===== src/rtl/nrzi_rx_pkg.sv =====
package nrzi_rx_pkg;

  typedef enum logic [1:0] {
    SYM_SE0 = 2'b00,
    SYM_J   = 2'b01,
    SYM_K   = 2'b10,
    SYM_SE1 = 2'b11
  } line_sym_e;

  typedef enum logic [1:0] {
    ST_WAIT_IDLE = 2'd0,
    ST_IDLE      = 2'd1,
    ST_BITS      = 2'd2,
    ST_EOP       = 2'd3
  } rx_state_e;

  typedef struct packed {
    logic data;
    logic data_vld;
    logic sop;
    logic eop;
    logic stuff_err;
    logic eop_err;
    logic pre_req;
  } rx_out_t;

endpackage


===== src/rtl/nrzi_unstuff.sv =====
module nrzi_unstuff #(
  parameter int unsigned RUN_LEN = 6
) (
  input  logic clk_i,
  input  logic rst_ni,
  input  logic clr_i,
  input  logic bit_vld_i,
  input  logic bit_i,
  output logic data_vld_o,
  output logic stuff_o,
  output logic err_o
);
  localparam int unsigned CW = $clog2(RUN_LEN + 1);
  localparam logic [CW-1:0] RUN_MAX = CW'(RUN_LEN);

  logic [CW-1:0] ones_q;
  logic          full;

  assign full       = (ones_q == RUN_MAX) && !clr_i;
  assign data_vld_o = bit_vld_i && !full;
  assign stuff_o    = bit_vld_i && full && !bit_i;
  assign err_o      = bit_vld_i && full && bit_i;

  always_ff @(posedge clk_i or negedge rst_ni) begin
    if (!rst_ni) begin
      ones_q <= '0;
    end else if (bit_vld_i) begin
      if (full || !bit_i) ones_q <= '0;
      else                ones_q <= clr_i ? CW'(1) : ones_q + CW'(1);
    end else if (clr_i) begin
      ones_q <= '0;
    end
  end

endmodule


===== src/rtl/nrzi_pre_detect.sv =====
module nrzi_pre_detect #(
  parameter int unsigned        PAT_LEN = 16,
  parameter logic [PAT_LEN-1:0] PATTERN = 16'b0000000100111100
) (
  input  logic clk_i,
  input  logic rst_ni,
  input  logic clr_i,
  input  logic bit_vld_i,
  input  logic bit_i,
  output logic hit_o
);
  localparam int unsigned CW = $clog2(PAT_LEN + 1);
  localparam logic [CW-1:0] LAST = CW'(PAT_LEN - 1);
  localparam logic [CW-1:0] FULL = CW'(PAT_LEN);

  logic [CW-1:0]      cnt_q;
  logic [PAT_LEN-1:0] shr_q;
  logic [CW-1:0]      cnt_eff;
  logic [PAT_LEN-1:0] shr_eff;
  logic [PAT_LEN-1:0] shr_nxt;

  assign cnt_eff = clr_i ? '0 : cnt_q;
  assign shr_eff = clr_i ? '0 : shr_q;
  assign shr_nxt = {shr_eff[PAT_LEN-2:0], bit_i};
  assign hit_o   = bit_vld_i && (cnt_eff == LAST) && (shr_nxt == PATTERN);

  always_ff @(posedge clk_i or negedge rst_ni) begin
    if (!rst_ni) begin
      cnt_q <= '0;
      shr_q <= '0;
    end else if (bit_vld_i && cnt_eff != FULL) begin
      cnt_q <= cnt_eff + CW'(1);
      shr_q <= shr_nxt;
    end else if (clr_i) begin
      cnt_q <= '0;
      shr_q <= '0;
    end
  end

endmodule


===== src/rtl/nrzi_rx_fsm.sv =====
module nrzi_rx_fsm
  import nrzi_rx_pkg::*;
(
  input  logic       clk_i,
  input  logic       rst_ni,
  input  logic       sym_valid_i,
  input  logic [1:0] sym_i,
  input  logic       data_vld_i,
  input  logic       stuff_err_i,
  input  logic       pre_hit_i,
  output logic       dec_vld_o,
  output logic       dec_bit_o,
  output logic       clr_o,
  output rx_out_t    out_o
);
  rx_state_e state_q, state_base, state_nxt;
  line_sym_e prev_q, prev_nxt;
  line_sym_e sym;
  rx_out_t   out_q, frame_ev, out_nxt;

  assign sym = line_sym_e'(sym_i);

  // symbol-level decode, independent of the bit-level helpers
  always_comb begin
    state_base = state_q;
    prev_nxt   = prev_q;
    dec_vld_o  = 1'b0;
    dec_bit_o  = 1'b0;
    clr_o      = 1'b0;
    frame_ev   = '0;
    if (sym_valid_i) begin
      unique case (state_q)
        ST_WAIT_IDLE: if (sym == SYM_J) state_base = ST_IDLE;
        ST_IDLE: begin
          if (sym == SYM_K) begin
            frame_ev.sop = 1'b1;
            clr_o        = 1'b1;
            dec_vld_o    = 1'b1;
            prev_nxt     = SYM_K;
            state_base   = ST_BITS;
          end else if (sym != SYM_J) begin
            state_base = ST_WAIT_IDLE;
          end
        end
        ST_BITS: begin
          if (sym == SYM_SE0) begin
            state_base = ST_EOP;
          end else if (sym == SYM_SE1) begin
            frame_ev.eop_err = 1'b1;
            state_base       = ST_WAIT_IDLE;
          end else begin
            dec_vld_o = 1'b1;
            dec_bit_o = (sym == prev_q);
            prev_nxt  = sym;
          end
        end
        ST_EOP: begin
          if (sym == SYM_J) begin
            frame_ev.eop = 1'b1;
            state_base   = ST_WAIT_IDLE;
          end else if (sym != SYM_SE0) begin
            frame_ev.eop_err = 1'b1;
            state_base       = ST_WAIT_IDLE;
          end
        end
        default: state_base = ST_WAIT_IDLE;
      endcase
    end
  end

  // merge bit-level results
  always_comb begin
    out_nxt           = frame_ev;
    state_nxt         = state_base;
    out_nxt.data_vld  = data_vld_i;
    out_nxt.data      = data_vld_i && dec_bit_o;
    out_nxt.stuff_err = stuff_err_i;
    out_nxt.pre_req   = pre_hit_i;
    if (stuff_err_i || pre_hit_i) state_nxt = ST_WAIT_IDLE;
  end

  always_ff @(posedge clk_i or negedge rst_ni) begin
    if (!rst_ni) begin
      state_q <= ST_WAIT_IDLE;
      prev_q  <= SYM_J;
      out_q   <= '0;
    end else begin
      state_q <= state_nxt;
      prev_q  <= prev_nxt;
      out_q   <= out_nxt;
    end
  end

  assign out_o = out_q;

endmodule


===== src/rtl/nrzi_rx_top.sv =====
module nrzi_rx_top
  import nrzi_rx_pkg::*;
#(
  parameter int unsigned        RUN_LEN = 6,
  parameter int unsigned        PAT_LEN = 16,
  parameter logic [PAT_LEN-1:0] PATTERN = 16'b0000000100111100
) (
  input  logic       clk_i,
  input  logic       rst_ni,
  input  logic       sym_valid_i,
  input  logic [1:0] sym_i,
  output logic       bit_o,
  output logic       bit_valid_o,
  output logic       sop_o,
  output logic       eop_o,
  output logic       stuff_err_o,
  output logic       eop_err_o,
  output logic       pre_req_o
);
  logic    dec_vld, dec_bit, clr;
  logic    data_vld, stuff_bit, stuff_err, pre_hit;
  rx_out_t out;

  nrzi_rx_fsm u_fsm (
    .clk_i       (clk_i),
    .rst_ni      (rst_ni),
    .sym_valid_i (sym_valid_i),
    .sym_i       (sym_i),
    .data_vld_i  (data_vld),
    .stuff_err_i (stuff_err),
    .pre_hit_i   (pre_hit),
    .dec_vld_o   (dec_vld),
    .dec_bit_o   (dec_bit),
    .clr_o       (clr),
    .out_o       (out)
  );

  nrzi_unstuff #(.RUN_LEN(RUN_LEN)) u_unstuff (
    .clk_i      (clk_i),
    .rst_ni     (rst_ni),
    .clr_i      (clr),
    .bit_vld_i  (dec_vld),
    .bit_i      (dec_bit),
    .data_vld_o (data_vld),
    .stuff_o    (stuff_bit),
    .err_o      (stuff_err)
  );

  nrzi_pre_detect #(.PAT_LEN(PAT_LEN), .PATTERN(PATTERN)) u_pre (
    .clk_i     (clk_i),
    .rst_ni    (rst_ni),
    .clr_i     (clr),
    .bit_vld_i (data_vld),
    .bit_i     (dec_bit),
    .hit_o     (pre_hit)
  );

  assign bit_o       = out.data;
  assign bit_valid_o = out.data_vld;
  assign sop_o       = out.sop;
  assign eop_o       = out.eop;
  assign stuff_err_o = out.stuff_err;
  assign eop_err_o   = out.eop_err;
  assign pre_req_o   = out.pre_req;

endmodule


===== config.mk =====
export PLATFORM = sky130hd
export DESIGN_NAME = nrzi_rx_top
export DESIGN_NICKNAME = d
export VERILOG_FILES = /design/src/rtl/nrzi_rx_pkg.sv /design/src/rtl/nrzi_unstuff.sv /design/src/rtl/nrzi_pre_detect.sv /design/src/rtl/nrzi_rx_fsm.sv /design/src/rtl/nrzi_rx_top.sv
export SDC_FILE = /design/constraint.sdc
export NUM_CORES = 1
export LEC_CHECK = 0
export BUFFER_PORTS_ARGS = -buffer_cell sky130_fd_sc_hd__buf_2
export CAP_MARGIN = 40
export CORE_ASPECT_RATIO = 0.8
export CORE_MARGIN = 3
export CORE_UTILIZATION = 44
export DETAILED_ROUTE_END_ITERATION = 10
export SYNTH_ARGS = -nofsm -noshare
export SYNTH_HDL_FRONTEND = slang
export SYNTH_SLANG_ARGS = --single-unit

===== constraint.sdc =====
create_clock -name clk_i -period 3.14 [get_ports clk_i]
set_input_delay 0.157 -clock clk_i [delete_from_list [all_inputs] [get_ports clk_i]]
set_output_delay 0.157 -clock clk_i [all_outputs]
set_load 0.05 [all_outputs]

======== Word-level counts from Yosys, hierarchy flattened ========
Index checks and enable logic that the tools add are counted.
word-level totals
  register bits ........................... 34
  input bits .............................. 5
  output and inout port bits .............. 7
  logic and storage cells ................. 96
cells by class
  add/subtract/negate cells ............... 2
  equal/unequal tests ..................... 19
  multiplexer cells ....................... 42
  reductions and logical operators ........ 21
operators by type and width
  cell                 count
  $mux 15              2
  $mux 2               13
  $mux 1               17
  $eq 16x9->1 const B  1
  $mux 3               4
  $ne 4x1->1 const B   3
  $mux 5               2
  $reduce_and 5->1     2
  $eq 2x2->1 const B   4
  $logic_and 1x1->1    8
  $pmux 2 s4           1
  $reduce_bool 2->1    4
  $add 5x1->5 const B  1
  $eq 5x4->1 const B   1
  $ne 5x5->1 const B   1
  $eq 2x1->1 const B   2
  $logic_not 2->1      2
  $ne 2x1->1 const B   2
  $ne 2x2->1 const B   2
  $pmux 1 s2           2
  $pmux 2 s2           1
  $add 3x1->3 const B  1
  $eq 3x3->1 const B   1
  $logic_not 1->1      3
  3 further kinds      4

======== Logic depth before layout (Yosys ltp) ========
  word-level depth ........................ 13
  depth in mapped cells ................... 14
  mapped depth without buffers ............ 13

======== By module ========
From an unflattened synthesis, not the netlist that was laid out.
second synthesis, totals
  cells, all modules ...................... 173
  area, all modules ....................... 1893.1 um^2
modules (own cells, without submodules)
  module           times used  cells an instance  area each (um^2)  seq. area each (um^2)
  nrzi_pre_detect  1           89                 1016.0            500.5
  nrzi_rx_fsm      1           62                 660.6             276.5
  nrzi_unstuff     1           22                 216.5             75.1

======== Least setup slack after synthesis ========
No wires, ideal clock.
  kind .................................... reg2reg
  from .................................... reg u_fsm.state_q[1]
  to ...................................... reg u_fsm.state_q[0]
  data arrival time ....................... 2.225 ns
  data required time ...................... 3.002 ns
  path slack .............................. 0.776 ns
  cell stages (with the launch flop) ...... 14
  path buffers ............................ 1
  clock period less this slack ............ 2.364 ns
  cells stage by stage .................... dfrtp_1 -> inv_1 -> ha_1 -> nand3_1 -> buf_2 -> and2_1 -> ha_1 -> nand2_1 -> nor2_1 -> ha_1 -> nor4b_1 -> nand4_1 -> o31ai_1 -> a31oi_1
between the ends
  longest elaborated chain between the ends .. 12
ends and longest elaborated chain
  element                                                               RTL line           source
  from (decl)                                                           nrzi_rx_fsm.sv:16  rx_state_e state_q, state_base, state_nxt;
  from (signal assigned)                                                nrzi_rx_fsm.sv:88  state_q <= state_nxt;
  parallel branches: the longest is 12 deep, another holds $eq 16x9->1  -
Several ways; the timed one is not identified. The select of a mux whose other input is x is not followed.
A chain may end at the register's enable or synchronous reset.

======== Worst setup path after layout ========
  from .................................... reg u_fsm.state_q[1]
  to ...................................... reg u_fsm.state_q[1]
The elaborated chain is that of the path after synthesis.

==> flow_metrics.tcl <==
set metrics [dict create \
    run_status "finished clean" \
    grt_pass1_wl_um 7010 \
    place.port_buffers 11 \
    fp-row-count 20 \
    diodes 0 \
    synth_cell_types 41 \
    cp.arrival_ns 2.86 \
    fin_crit_sh 0.862 \
    rsz0062_at_grt "no" \
    min_from "sym_i[0]" \
    relSlewSlack 0.497 \
    fill_cells 382 \
    reg2reg_depth 13 \
    syn_area_per_cell_um2 9.81 \
    numCtsBuffers 5 \
    initial_utilization 0.474 \
    stdcell_area_mm2 0.00208 \
    core_mm2 0.00395 \
    pre_cts_slack_ns 0.483 \
    p_leak_nw 0.960 \
    synth_warnings 0 \
    r2r_end "u_fsm.state_q[1]" \
    powerDensity_mw_per_mm2 617 \
    viasPerCell 5.66 \
    r2r-start "u_fsm.state_q[1]" \
    hold_depth 3 \
    setup_viol 0 \
    worstHoldEndpoint "u_fsm.prev_q[0]" \
    root_buffer "clkbuf_8" \
    post_dp_cell_area_mm2 0.00197 \
    route.vias.total 1467 \
    mostFrequentLayoutCells "dfrtp_1, nand3_1, o21ai_0, a21oi_1, ha_1" \
    clk_latency_ns 0.29 \
    synthArstFlopShare 1.00 \
    cts_buffer_depth 2 \
    clkTransAtPathRegs_ns 0.06 \
    grt_remaining_overflow 0 \
    cp-end-kind "register" \
    r2r_slack_ns 0.43 \
    die_h_um 64.4 \
    antenna_found_initial 0 \
    final_common_cell "dfrtp_1" \
    synth_fp_nets 212 \
    finalSetupTns_ns 0 \
    grt_pass1_vias 1442 \
    syn_inst 191 \
    worst_ep_required_time_ns 3.29 \
    criticalPathCategory "register to register" \
    holdWs_ns 0.144 \
    drtAntennaViolNets 0 \
    track_usage 0.177 \
    cts_sinks 34 \
    stdcell_count 259 \
    finalNetCount 224 \
    worst_slew_pin_slew_ns 0.755 \
    place.gp.congestion 0.891 \
    ys_ff_latch 34 \
    drt_pass1_iterations 4 \
    start_kind "register" \
    die_area_mm2 0.00508 \
    first_iter_violations 160 \
    clock.fmax_ghz 0.370 \
    ctsResizeCount 0 \
    dp_cells 250 \
    synth-edff-count 0 \
    drive_gt1_frac 0.147 \
    dp.final_hpwl_um 2820 \
    drt-total-wl_um 4090 \
    report.final.slew_viol_count 0 \
    drc 0 \
    yosysSeqAreaShare 0.455 \
    synth_ff_type "dfrtp_1" \
    finalHoldViolCount 0 \
    syn_area_mm2 0.00187 \
    crit_fanout 6 \
    timing.final.crit_period_ns 2.71 \
    routedWlPerCell_um 15.8 \
    layout_setup_ws_ns 0.434 \
    vdd.ir_drop.worst_mv 0.402 \
    clock_skew_ns 0.00720 \
    areaGrowthSynthToFinish_pct 11.3 \
    cts_tree "built" \
    grt_max_degree 35 \
    maxCapViolations 0 \
    ios 12 \
    hold_class "input pin to register" \
    die_w_um 78.9 \
    ctsHtreeMaxLevel 2 \
]
==> state kept, by name, summed over array words and instances (netlist names) <==
name / flops
u_pre.shr_q: 15
u_fsm.out_o: 7
u_pre.cnt_q: 5
u_unstuff.ones_q: 3
u_fsm.prev_q: 2
u_fsm.state_q: 2
==> Yosys cell counts (all sizes together), types with 3 or more instances <==
cell,instances,area (um2)
a31oi,4,25.0
o21ai,20,111
nand2,15,58.8
mux2,3,33.8
and3,3,18.8
nor4,3,18.8
inv,11,41.3
xnor2,3,26.3
ha,16,200
clkbuf,6,25.0
buf,4,26.3
nand3,21,105
a21oi,18,93.8
nor2,5,18.8
dfrtp,33,826
==> routing by layer <==
layer / up-vias / routed length, um / global-route usage / share of wire
met3: 7 / 253 / 0.0423 / 0.062
met1: 710 / 1970 / 0.240 / 0.48
met4: 0 / 58 / 0.0515 / 0.014
met5: - / 0 / 0 / 0
li1: 707 / - / - / -
met2: 43 / 1810 / 0.284 / 0.44
==> how the worst max path moves through the flow <==
stage	start	endpoint	slack, ns	cells after the start
after detailed placement	u_fsm.state_q[1]	u_fsm.state_q[1]	0.48	13
after global placement	u_fsm.state_q[1]	u_fsm.state_q[0]	0.63	13
after global routing	u_fsm.state_q[1]	u_fsm.state_q[0]	0.13	13
after floorplan	u_fsm.state_q[1]	u_fsm.state_q[0]	0.78	13
after CTS	u_fsm.state_q[1]	u_fsm.state_q[1]	0.47	13
final	u_fsm.state_q[1]	u_fsm.state_q[1]	0.43	13
==> worst max-delay path, cell delays in order, from the launching register on <==
cell,delay [ns]
dfrtp_1,0.40
inv_1,0.10
ha_1,0.23
nand3_1,0.18
nand2_1,0.11
inv_1,0.11
ha_1,0.17
nand2_1,0.05
nor2_1,0.11
ha_1,0.16
nor4b_1,0.28
nand4_1,0.22
o31ai_1,0.32
a31oi_1,0.14
==> stage by stage <==
step                power [mW]   util
detailed placement       0.897  0.498
finish                    1.29  0.527
CTS                       1.29  0.527
global route              1.37  0.527
floorplan                0.811      -
global placement         0.880  0.498
==> final cells by class <==
class	instances	area [um2]	area share
Multi-Input combinational cell	136	928	0.445
Clock buffer	7	76.3	0.0366
Sequential cell	34	852	0.409
Tap cell	55	68.8	0.0330
Timing Repair Buffer	15	87.6	0.0420
Inverter	11	41.3	0.0198
Clock inverter	1	30.0	0.0144
==> power by group <==
group / switching [mW] / total (mW) / internal (mW)
sequential: 0.0289 / 0.516 / 0.487
combinational: 0.253 / 0.379 / 0.126
clock: 0.155 / 0.392 / 0.237
==> repair_timing <==
| item | in CTS | in global routing |
|---|---|---|
| hold buffers | 1 | 0 |
| buffers inserted | 0 | 0 |
| endpoints found under the hold margin | 33 | 0 |
==> cell families after synthesis <==
group	synth area share
xor gates and xnor gates	0.0187
DFF	0.455
buffers and inverters	0.0494
and+or+nand+nor	0.175
AOI/OAI and AO/OA	0.166
adders and majority gates	0.107
muxes	0.0287
Note: power is estimated with default switching activity, not from simulation.
